<file path="config.mk">
export PLATFORM = sky130hd
export DESIGN_NAME = part_readout_ser
export DESIGN_NICKNAME = d
export VERILOG_FILES = /design/src/rtl/prs_pkg.sv /design/src/rtl/prs_addr_calc.sv /design/src/rtl/prs_lane_bank.sv /design/src/rtl/part_readout_ser.sv
export SDC_FILE = /design/constraint.sdc
export NUM_CORES = 1
export LEC_CHECK = 0
export BUFFER_PORTS_ARGS = -buffer_cell sky130_fd_sc_hd__buf_2
export CAP_MARGIN = 15
export CORE_ASPECT_RATIO = 0.75
export CORE_MARGIN = 2
export CORE_UTILIZATION = 25
export DETAILED_ROUTE_END_ITERATION = 6
export PLACE_DENSITY = 0.36
export SYNTH_ARGS = -nofsm -noshare
export SYNTH_HDL_FRONTEND = slang
export SYNTH_SLANG_ARGS = --single-unit
export TNS_END_PERCENT = 1
</file>
<file path="constraint.sdc">
create_clock -name clk -period 2.65 [get_ports clk]
set_clock_uncertainty 0.15 [all_clocks]
set_input_delay 0.265 -clock clk [delete_from_list [all_inputs] [get_ports clk]]
set_output_delay 0.265 -clock clk [all_outputs]
set_load 0.02 [all_outputs]
</file>
<file path="src/rtl/prs_pkg.sv">
package prs_pkg;
  typedef enum logic [1:0] {
    ST_IDLE  = 2'd0,
    ST_FETCH = 2'd1,
    ST_SHIFT = 2'd2,
    ST_DONE  = 2'd3
  } prs_state_t;
endpackage

</file>
<file path="src/rtl/prs_addr_calc.sv">
module prs_addr_calc #(
  parameter int ROWS      = 16,
  parameter int ROW_BYTES = 32,
  parameter int PART_W    = 4,
  parameter int ROW_W     = 4,
  parameter int COL_W     = 5,
  parameter int ADDR_W    = 13
) (
  input  logic [PART_W-1:0] part,
  input  logic [ROW_W-1:0]  row,
  input  logic [COL_W-1:0]  col,
  output logic [ADDR_W-1:0] addr
);
  // Partition-major layout: partition block, then row, then byte column.
  always_comb begin
    addr = (ADDR_W'(part) * ADDR_W'(ROWS) + ADDR_W'(row)) * ADDR_W'(ROW_BYTES)
           + ADDR_W'(col);
  end
endmodule

</file>
<file path="src/rtl/prs_lane_bank.sv">
module prs_lane_bank #(
  parameter int LANES  = 16,
  parameter int BYTE_W = 8,
  parameter int PART_W = 4
) (
  input  logic              clk,
  input  logic              rst,
  input  logic              load,
  input  logic [PART_W-1:0] load_idx,
  input  logic [BYTE_W-1:0] din,
  input  logic              shift,
  output logic [LANES-1:0]  ser
);
  for (genvar i = 0; i < LANES; i++) begin : g_lane
    logic [BYTE_W-1:0] sr_q;
    logic              ser_q;
    always_ff @(posedge clk) begin
      if (rst) begin
        sr_q  <= '0;
        ser_q <= 1'b0;
      end else begin
        if (load && (load_idx == PART_W'(i))) sr_q <= din;
        else if (shift) sr_q <= {sr_q[BYTE_W-2:0], 1'b0};
        ser_q <= shift ? sr_q[BYTE_W-1] : 1'b0;
      end
    end
    assign ser[i] = ser_q;
  end


  no_load_in_shift_chk: assert property (@(posedge clk) disable iff (rst)
    shift |-> !load);
endmodule

</file>
<file path="src/rtl/part_readout_ser.sv">
module part_readout_ser
  import prs_pkg::*;
#(
  parameter int LANES     = 16,
  parameter int ROWS      = 16,
  parameter int ROW_BYTES = 32,
  parameter int COL_FIRST = 0,
  parameter int COL_COUNT = 32,
  parameter int BYTE_W    = 8,
  parameter int ADDR_W    = $clog2(LANES * ROWS * ROW_BYTES)
) (
  input  logic              clk,
  input  logic              rst,
  input  logic              start,
  output logic              rd_en,
  output logic [ADDR_W-1:0] rd_addr,
  input  logic [BYTE_W-1:0] rd_data,
  output logic [LANES-1:0]  ser_data,
  output logic              shift_en,
  output logic              row_done,
  output logic              busy
);
  localparam int PART_W   = (LANES > 1) ? $clog2(LANES) : 1;
  localparam int ROW_W    = (ROWS > 1) ? $clog2(ROWS) : 1;
  localparam int COL_W    = (ROW_BYTES > 1) ? $clog2(ROW_BYTES) : 1;
  localparam int IDX_W    = $clog2(LANES + 2);
  localparam int BIT_W    = (BYTE_W > 1) ? $clog2(BYTE_W) : 1;
  localparam int COL_LAST = COL_FIRST + COL_COUNT - 1;
  localparam logic [ADDR_W-1:0] STRIDE = ADDR_W'(ROWS * ROW_BYTES);

  prs_state_t        state_q;
  logic [IDX_W-1:0]  idx_q;
  logic [COL_W-1:0]  col_q;
  logic [ROW_W-1:0]  row_q;
  logic [BIT_W-1:0]  bit_q;
  logic              v1_q, v2_q;
  logic [PART_W-1:0] l1_q, l2_q;
  logic              rd_en_q, shift_en_q, row_done_q, busy_q;
  logic [ADDR_W-1:0] rd_addr_q;
  logic [ADDR_W-1:0] addr_c;
  logic [PART_W-1:0] part_c;

  assign part_c = idx_q[PART_W-1:0];

  prs_addr_calc #(
    .ROWS(ROWS), .ROW_BYTES(ROW_BYTES), .PART_W(PART_W),
    .ROW_W(ROW_W), .COL_W(COL_W), .ADDR_W(ADDR_W)
  ) u_addr (
    .part(part_c), .row(row_q), .col(col_q), .addr(addr_c)
  );

  always_ff @(posedge clk) begin
    if (rst) begin
      state_q    <= ST_IDLE;
      idx_q      <= '0;
      col_q      <= COL_W'(COL_FIRST);
      row_q      <= '0;
      bit_q      <= '0;
      v1_q       <= 1'b0;
      v2_q       <= 1'b0;
      l1_q       <= '0;
      l2_q       <= '0;
      rd_en_q    <= 1'b0;
      rd_addr_q  <= '0;
      shift_en_q <= 1'b0;
      row_done_q <= 1'b0;
      busy_q     <= 1'b0;
    end else begin
      rd_en_q    <= 1'b0;
      shift_en_q <= 1'b0;
      row_done_q <= 1'b0;
      v1_q       <= 1'b0;
      v2_q       <= v1_q;
      l2_q       <= l1_q;
      case (state_q)
        ST_IDLE: begin
          if (start) begin
            state_q <= ST_FETCH;
            idx_q   <= '0;
            col_q   <= COL_W'(COL_FIRST);
            busy_q  <= 1'b1;
          end
        end
        ST_FETCH: begin
          // Issue one read per partition; capture trails issue by two cycles.
          if (idx_q < IDX_W'(LANES)) begin
            rd_en_q   <= 1'b1;
            rd_addr_q <= addr_c;
            v1_q      <= 1'b1;
            l1_q      <= part_c;
          end
          idx_q <= idx_q + 1'b1;
          if (idx_q == IDX_W'(LANES + 1)) begin
            state_q <= ST_SHIFT;
            bit_q   <= '0;
          end
        end
        ST_SHIFT: begin
          shift_en_q <= 1'b1;
          bit_q      <= bit_q + 1'b1;
          if (bit_q == BIT_W'(BYTE_W - 1)) begin
            if (col_q == COL_W'(COL_LAST)) begin
              state_q <= ST_DONE;
            end else begin
              state_q <= ST_FETCH;
              idx_q   <= '0;
              col_q   <= col_q + 1'b1;
            end
          end
        end
        ST_DONE: begin
          row_done_q <= 1'b1;
          busy_q     <= 1'b0;
          state_q    <= ST_IDLE;
          row_q      <= (row_q == ROW_W'(ROWS - 1)) ? '0 : row_q + 1'b1;
        end
        default: state_q <= ST_IDLE;
      endcase
    end
  end

  prs_lane_bank #(
    .LANES(LANES), .BYTE_W(BYTE_W), .PART_W(PART_W)
  ) u_lanes (
    .clk(clk), .rst(rst),
    .load(v2_q), .load_idx(l2_q), .din(rd_data),
    .shift(state_q == ST_SHIFT),
    .ser(ser_data)
  );

  assign rd_en    = rd_en_q;
  assign rd_addr  = rd_addr_q;
  assign shift_en = shift_en_q;
  assign row_done = row_done_q;
  assign busy     = busy_q;


  row_done_pulse_chk: assert property (@(posedge clk) disable iff (rst)
    row_done |=> !row_done);

  busy_low_at_done_chk: assert property (@(posedge clk) disable iff (rst)
    row_done |-> !busy);

  no_read_during_shift_chk: assert property (@(posedge clk) disable iff (rst)
    rd_en |-> !shift_en);

  idle_quiet_chk: assert property (@(posedge clk) disable iff (rst)
    !busy |-> (!rd_en && !shift_en));

  partition_stride_chk: assert property (@(posedge clk) disable iff (rst)
    (rd_en && l1_q != '0) |-> (rd_addr == $past(rd_addr) + STRIDE));
endmodule

</file>
==> results of run 1 <==
## power by group
| group | internal [mW] | total [mW] | switching [mW] |
|---|---|---|---|
| sequential | 2.80 | 2.82 | 0.0210 |
| clock | 1.75 | 2.93 | 1.18 |
| combinational | 0.0714 | 0.291 | 0.219 |
| total | 4.63 | 6.04 | 1.42 |
## layout make-up
| type | count | area [um^2] | share of cell area [%] |
|---|---|---|---|
| Multi-Input combinational cell | 671 | 3820 | 41.2 |
| Sequential cell | 185 | 3700 | 39.9 |
| Tap cell | 442 | 553 | 5.95 |
| Timing Repair Buffer | 75 | 533 | 5.74 |
| Clock buffer | 21 | 470 | 5.06 |
| Clock inverter | 11 | 191 | 2.06 |
| Inverter | 4 | 15.0 | 0.162 |
## sequential cells by signal, summed over array words and instances, names as in the netlist
name and count:
state_q 2, rd_addr 9, rd_en 1, row_done 1, col_q 5, u_lanes.g_lane.sr_q 128
row_q 4, busy 1, idx_q 5, l1_q 4, u_lanes.g_lane.ser_q 16, v2_q 1
shift_en 1, bit_q 3, l2_q 4
## how the worst min path moves through the flow
stage / cells after the start / startpoint / end / slack (ns)
after floorplan: 1 / u_lanes.g_lane[0].sr_q[7] / u_lanes.g_lane[0].ser_q / 0.28
after global placement: 2 / rd_addr[3] / rd_addr[3] / 0.29
after detailed placement: 1 / u_lanes.g_lane[6].sr_q[7] / u_lanes.g_lane[6].ser_q / 0.29
after CTS: 3 / rd_data[0] / u_lanes.g_lane[2].sr_q[0] / 0.08
after global routing: 3 / rd_data[0] / u_lanes.g_lane[10].sr_q[0] / 0.09
final: 3 / rd_data[0] / u_lanes.g_lane[1].sr_q[0] / 0.1
## metrics by stage
step	hold slack, ns	cells	utilization (%)	cell area (um^2)	power, mW
after floorplan	0.280	979	-	8150	3.08
after global placement	0.292	1377	26.8	8630	3.19
after detailed placement	0.294	1377	26.8	8630	3.18
after CTS	0.0764	1409	28.8	9290	6.14
after global routing	0.0948	1409	28.8	9290	6.28
final	0.0960	1409	28.8	9290	6.04
## worst min-delay path: stages
cell and delay (ns):
buf_2 0.22, nand3_1 0.11, a21oi_1 0.05
## logic make-up after synthesis
logic type / count (synthesis) / synth area share [%]
adder cells (fa/ha/maj): 7 / 1.07
buffers and inverters: 123 / 7.81
multiplexers: 5 / 0.614
XOR/XNOR: 1 / 0.107
AO/OA/AOI/OAI: 188 / 18.3
AND/OR/NAND/NOR: 470 / 26.6
flip-flops: 185 / 45.4
## synthesized netlist by cell type, types with 2 or more instances
master	number
nor2b_1	8
nand3b_1	6
o211ai_1	16
nand3_1	24
buf_6	10
o22a_1	3
nor3_1	114
a21boi_0	2
nand2_1	264
a21oi_1	41
nand4b_1	3
nand2b_1	4
inv_1	4
or4_1	3
or3_1	3
nor2_1	6
and3_1	3
a22o_1	2
a311oi_2	4
buf_2	23
or3b_1	2
and2_1	17
clkbuf_1	56
ha_1	7
and3b_1	2
o221a_2	3
nor3b_2	3
buf_1	9
mux2i_1	5
dfxtp_1	185
clkbuf_2	3
a31oi_1	2
a311oi_1	108
buf_4	18
## layer usage
layer	part of all wire, %	GRT usage [%]	up-vias
met4	1.1	4.10	0
li1	-	-	3446
met3	2.8	2.97	20
met5	0	0	-
met2	43	22.3	92
met1	53	21.9	3413
## cells in the final DEF, fill, tap and decap left out, types with 4 or more instances in the layout
cell	netlist	layout
nand2_1	264	264
dfxtp_1	185	185
a311oi_1	108	108
clkbuf_16	0	17
and2_1	17	17
a311oi_2	4	4
a21oi_1	41	41
inv_1	4	4
o211ai_1	16	16
nor3_1	114	114
nand3b_1	6	6
mux2i_1	5	5
ha_1	7	7
nand3_1	24	24
buf_2	23	42
nor2b_1	8	7
bufinv_16	0	5
buf_12	0	6
buf_4	18	27
nor2_1	6	6
==> summary.txt, run 1 <==
period utilization: 76.8%
DP Wirelength: 14.7 mm
status: finished clean
total CTS buffers: 17
Skew-Pair Late Insertion Delay: 0.45 ns
worst reg2reg path startpoint: state_q[1]
root buffer cell: clkbuf_16
row count: 57
Yosys reg bits: 185
CP top delay family: simple AND/OR/NAND/NOR gates
Core Area: 0.0322 mm^2
main area contributors after synthesis: dfxtp_1 (45%), nand2_1 (12%), a311oi_1 (12%)
end of the critical path: u_lanes.g_lane[7].sr_q[3]
Final Setup Violations: 0
Cells after Synth: 979
DR WL/cell: 17.6 um
post-cts gate resize count: 0
number of synthesized flops with an enable pin: 0
CP endpoint kind: flip-flop
Clk pin slew, worst setup/hold paths: 0.07 ns
WL final: 24.7 mm
r2r setup slk: 0.62 ns
CP Max Fanout: 41
CP arrival: 2.23 ns
Antenna Nets Post-Route: 0
routability cong.: 0.681
Max Cap Viol: 0
Critical Path Start Type: flip-flop
Slew HR: 46.5%
CP max stage cell: buf_4
critical path, cell by cell: nand2b_4, buf_4, nand2_1, a311oi_1
Setup Buffers After CTS: 0
final worst slack: 0.616 ns
layout cells sized above 1: 12.8%
Main synth FF type: dfxtp_1
Post-Synthesis Cell Area: 0.00815 mm^2
final-report hold violation count: 0
Ant. Diodes: 0
CP Buf/Inv Count: 1
Longest Clk Path Bufs: 2
min Tclk post-route: 2.03 ns
CP Class: reg -> reg
Layout area overhead: 14.0%
asr flop ratio synth: 0%
Worst setup startpoint: state_q[1]
Worst VDD drop: 0.306 mV
Iter 0 DRT Violations: 426
number of fill cells: 3502
setup TNS: 0 ns
RSZ-0062 raised after global routing: false
Req. time, crit path: 2.85 ns
initial core utilization: 25.3%
hold buffers post-CTS: 0
fin nets: 972
DP Worst Slack: 0.619 ns
Slew @ Worst Pin: 0.802 ns
Detailed Routing Iterations Pass 1: 7
Mean Syn Cell Area: 8.33 um^2
Seq/Total Area, Yosys: 45.4%
hold crit path type: in -> reg
H-tree levels: 4
Clock Sinks: 185
Mapped Nets: 997
leading area contributor after synthesis: dfxtp_1
Cell variety after synth: 50
R2R cell count: 4
Pwr Density: 650 mW/mm^2
Slowest Stage Delay on Critical Path: 0.50 ns
CTS tree: yes
first-pass GRT wire length: 40.1 mm
Leakage: 2.85 nW
DR vias/cell: 4.95
vias in the first global route: 6929
synth warn: 0
Yosys top cell area share: 45.4%
maximum clock rate: 492 MHz
grt total ovfl: 0
IO buf count: 43
fin. max-slew vios: 0
largest net degree at the start of global routing: 68
total number of vias: 6971
overall routing resource usage: 15.0%
WP depth: 4
Worst R2R End: u_lanes.g_lane[7].sr_q[3]
initial antenna violation count: 0
number of I/O pins: 44
DRC errors left: 0
Die ar.: 0.0341 mm^2
Chip Width: 212 um
Die Y: 160 um
Note: power is estimated with default switching activity, not from simulation.
==> inputs of run 2 (changes only) <==
--- a/config.mk
+++ b/config.mk
@@ -5,6 +5,7 @@
 export SDC_FILE = /design/constraint.sdc
 export NUM_CORES = 1
 export LEC_CHECK = 0
+export ABC_AREA = 1
 export BUFFER_PORTS_ARGS = -buffer_cell sky130_fd_sc_hd__buf_2
 export CAP_MARGIN = 15
 export CORE_ASPECT_RATIO = 0.75
==> constraint.sdc (replaced) <==
create_clock -name clk -period 2 [get_ports clk]
set_clock_uncertainty 0.15 [all_clocks]
set_input_delay 0.2 -clock clk [delete_from_list [all_inputs] [get_ports clk]]
set_output_delay 0.2 -clock clk [all_outputs]
set_load 0.02 [all_outputs]
==> summary.txt, run 2 <==
Detailed Routing Iterations Pass 1: 5
CP Max Fanout: 5
IO buf count: 43
worst reg2reg path startpoint: col_q[0]
Logic pwr share: 22.4%
root buffer cell: clkbuf_16
asr flop ratio synth: 0%
Commonest cells post-synth: nand2_1 (337), nor2_1 (244), dfxtp_1 (185)
Core Area: 0.0322 mm^2
H-tree levels: 4
most frequent cells in the layout: nand2_1 (337), nor2_1 (243), dfxtp_1 (185), o21ai_0 (122), inv_1 (73)
Die ar.: 0.0340 mm^2
Pint: 6.39 mW
Routed met2 length: 9.92 mm
layout cells sized above 1: 10.2%
RSZ-0062 raised after global routing: false
met1 WL: 13.2 mm
final worst slack: 0.189 ns
Post-Synthesis Cell Area: 0.00812 mm^2
CP endpoint kind: flip-flop
grt total ovfl: 0
DP Worst Slack: 0.134 ns
CP Class: reg -> reg
fin nets: 1235
Antenna Nets Post-Route: 0
Max Cap Viol: 0
Util after Layout: 29.4%
CTS tree: yes
leading area contributor after synthesis: dfxtp_1
hold_sp: rd_data[0]
total number of vias: 7032
fin. max-slew vios: 0
Cell variety after synth: 29
maximum clock rate: 552 MHz
largest net degree at the start of global routing: 61
CP top delay family: simple AND/OR/NAND/NOR gates
Clk pin slew, worst setup/hold paths: 0.08 ns
Chip Width: 212 um
Skew-Pair Late Insertion Delay: 0.44 ns
R2R cell count: 10
Cells after Synth: 1198
total CTS buffers: 17
WL final: 24.0 mm
DP Wirelength: 14.6 mm
Clock Sinks: 185
DR WL/cell: 14.3 um
total power: 9.63 mW
Setup Buffers After CTS: 0
CP max stage cell: dfxtp_1
commonest non-fill, non-tap cell in the layout: nand2_1
initial core utilization: 25.2%
CP arrival: 2.01 ns
vias in the first global route: 6824
Layout area overhead: 16.5%
routability cong.: 0.744
period utilization: 90.6%
Main synth FF type: dfxtp_1
Hold EP: u_lanes.g_lane[1].sr_q[0]
DRC errors left: 0
critical path, cell by cell: ha_1, nand2_1, nor2_1, ha_1, a21oi_1, inv_1, nor2_2, nand3_1, nand2_1, nor2_1
final-report hold violation count: 0
row count: 57
DR vias/cell: 4.21
Final Setup Violations: 0
Clock power frac: 36.0%
WL met3: 676 um
Pwr Density: 1020 mW/mm^2
most numerous cell in the Yosys netlist: nand2_1
hold crit path type: in -> reg
min Tclk post-route: 1.81 ns
Ant. Diodes: 0
r2r setup slk: 0.19 ns
Switching Share: 33.6%
setup TNS: 0 ns
initial antenna violation count: 0
Iter 0 DRT Violations: 479
synth warn: 0
Mapped Nets: 1216
number of I/O pins: 44
Yosys reg bits: 185
Mean Syn Cell Area: 6.78 um^2
number of synthesized flops with an enable pin: 0
Slew @ Worst Pin: 0.643 ns
max reg flops: 128
Slowest Stage Delay on Critical Path: 0.34 ns
Slew HR: 57.1%
NetSw: 3.24 mW
Worst VDD drop: 0.552 mV
first-pass GRT wire length: 38.9 mm
Leakage: 4.12 nW
overall routing resource usage: 14.8%
Req. time, crit path: 2.20 ns
Reg power frac: 41.6%
status: finished clean
main area contributors after synthesis: dfxtp_1 (46%), nand2_1 (16%), nor2_1 (11%)
WHS Path Cells: 3
Biggest register: u_lanes.g_lane.sr_q
Top Layer Used: met4
Yosys top cell area share: 45.6%
Seq/Total Area, Yosys: 45.6%
Die Y: 160 um
Critical Path Start Type: flip-flop
Worst R2R End: col_q[3]
CP Buf/Inv Count: 1
Longest Clk Path Bufs: 2
run 2: changes by cell type after synthesis, moves of 13 or more:
cell / change
nor2_1: +238
o211ai_1: -16
and2_1: -17
a21oi_1: +13
a311oi_1: -108
o21ai_0: +121
clkbuf_1: -32
nand3_1: +37
nor3_1: -113
inv_1: +70
nand2_1: +73
run 2: logic make-up (layout without fill, tap and decap cells):
family | Yosys count | in the layout | synth area share [%]
simple gates | 656 | 656 | 32.1
fa+ha+maj | 7 | 7 | 1.08
buf+inv | 159 | 190 | 9.06
flops | 185 | 185 | 45.6
compound gates | 188 | 188 | 11.9
xor+xnor | 3 | 3 | 0.324
run 2: worst max path at each step:
stage	slack (ns)	depth (start not counted)	start	end
3_5_place_dp	0.13	10	col_q[0]	col_q[3]
5_1_grt	0.03	10	col_q[0]	col_q[3]
2_1_floorplan	0.35	10	col_q[0]	col_q[3]
6_report	0.19	10	col_q[0]	col_q[3]
4_1_cts	0.15	10	col_q[0]	col_q[3]
3_3_place_gp	0.17	10	col_q[0]	col_q[3]
run 2: power groups by stage:
stage	Clock [mW]	Sequential, mW	Combinational [mW]
final	3.46	4.01	2.16
after floorplan	0	4.11	1.34
after global placement	0	4.10	2.19
after CTS	3.60	4.01	2.19
after global routing	3.76	4.04	2.38
after detailed placement	0	4.10	2.18
run 2: through the flow:
stage	std cells	hold WS (ns)	area (um^2)
2_1_floorplan	1198	0.198	8120
3_3_place_gp	1638	0.277	8850
3_5_place_dp	1638	0.280	8850
4_1_cts	1671	0.0725	9460
5_1_grt	1671	0.0932	9460
6_report	1671	0.106	9460
run 2: what timing repair did:
action,4_1_cts,5_1_grt
resized for setup,0,1
endpoints found under the hold margin,9,0
hold buffers,2,0
endpoints found under the setup margin,0,3
run 2: final cells by class:
class | instances | area [um^2]
sequential | 185 | 3700
multi-input combinational | 854 | 3680
fill | 3593 | 22700
clock buffer | 18 | 439
clock inverter | 13 | 148
tap | 442 | 553
timing repair buffer | 82 | 638
inverter | 77 | 292
run 2: tightest hold or removal path, delay by kind of cell:
| family | cells | cell delay [ns] |
|---|---|---|
| buf+inv | 1 | 0.26 |
| simple gates | 1 | 0.13 |
| compound gates | 1 | 0.05 |
run 2: routing by layer:
metal | track usage (%) | vias to the layer above
met5 | 0 | -
met4 | 2.98 | 0
met3 | 3.44 | 8
met2 | 21.6 | 70
met1 | 22.1 | 3174
li1 | - | 3780
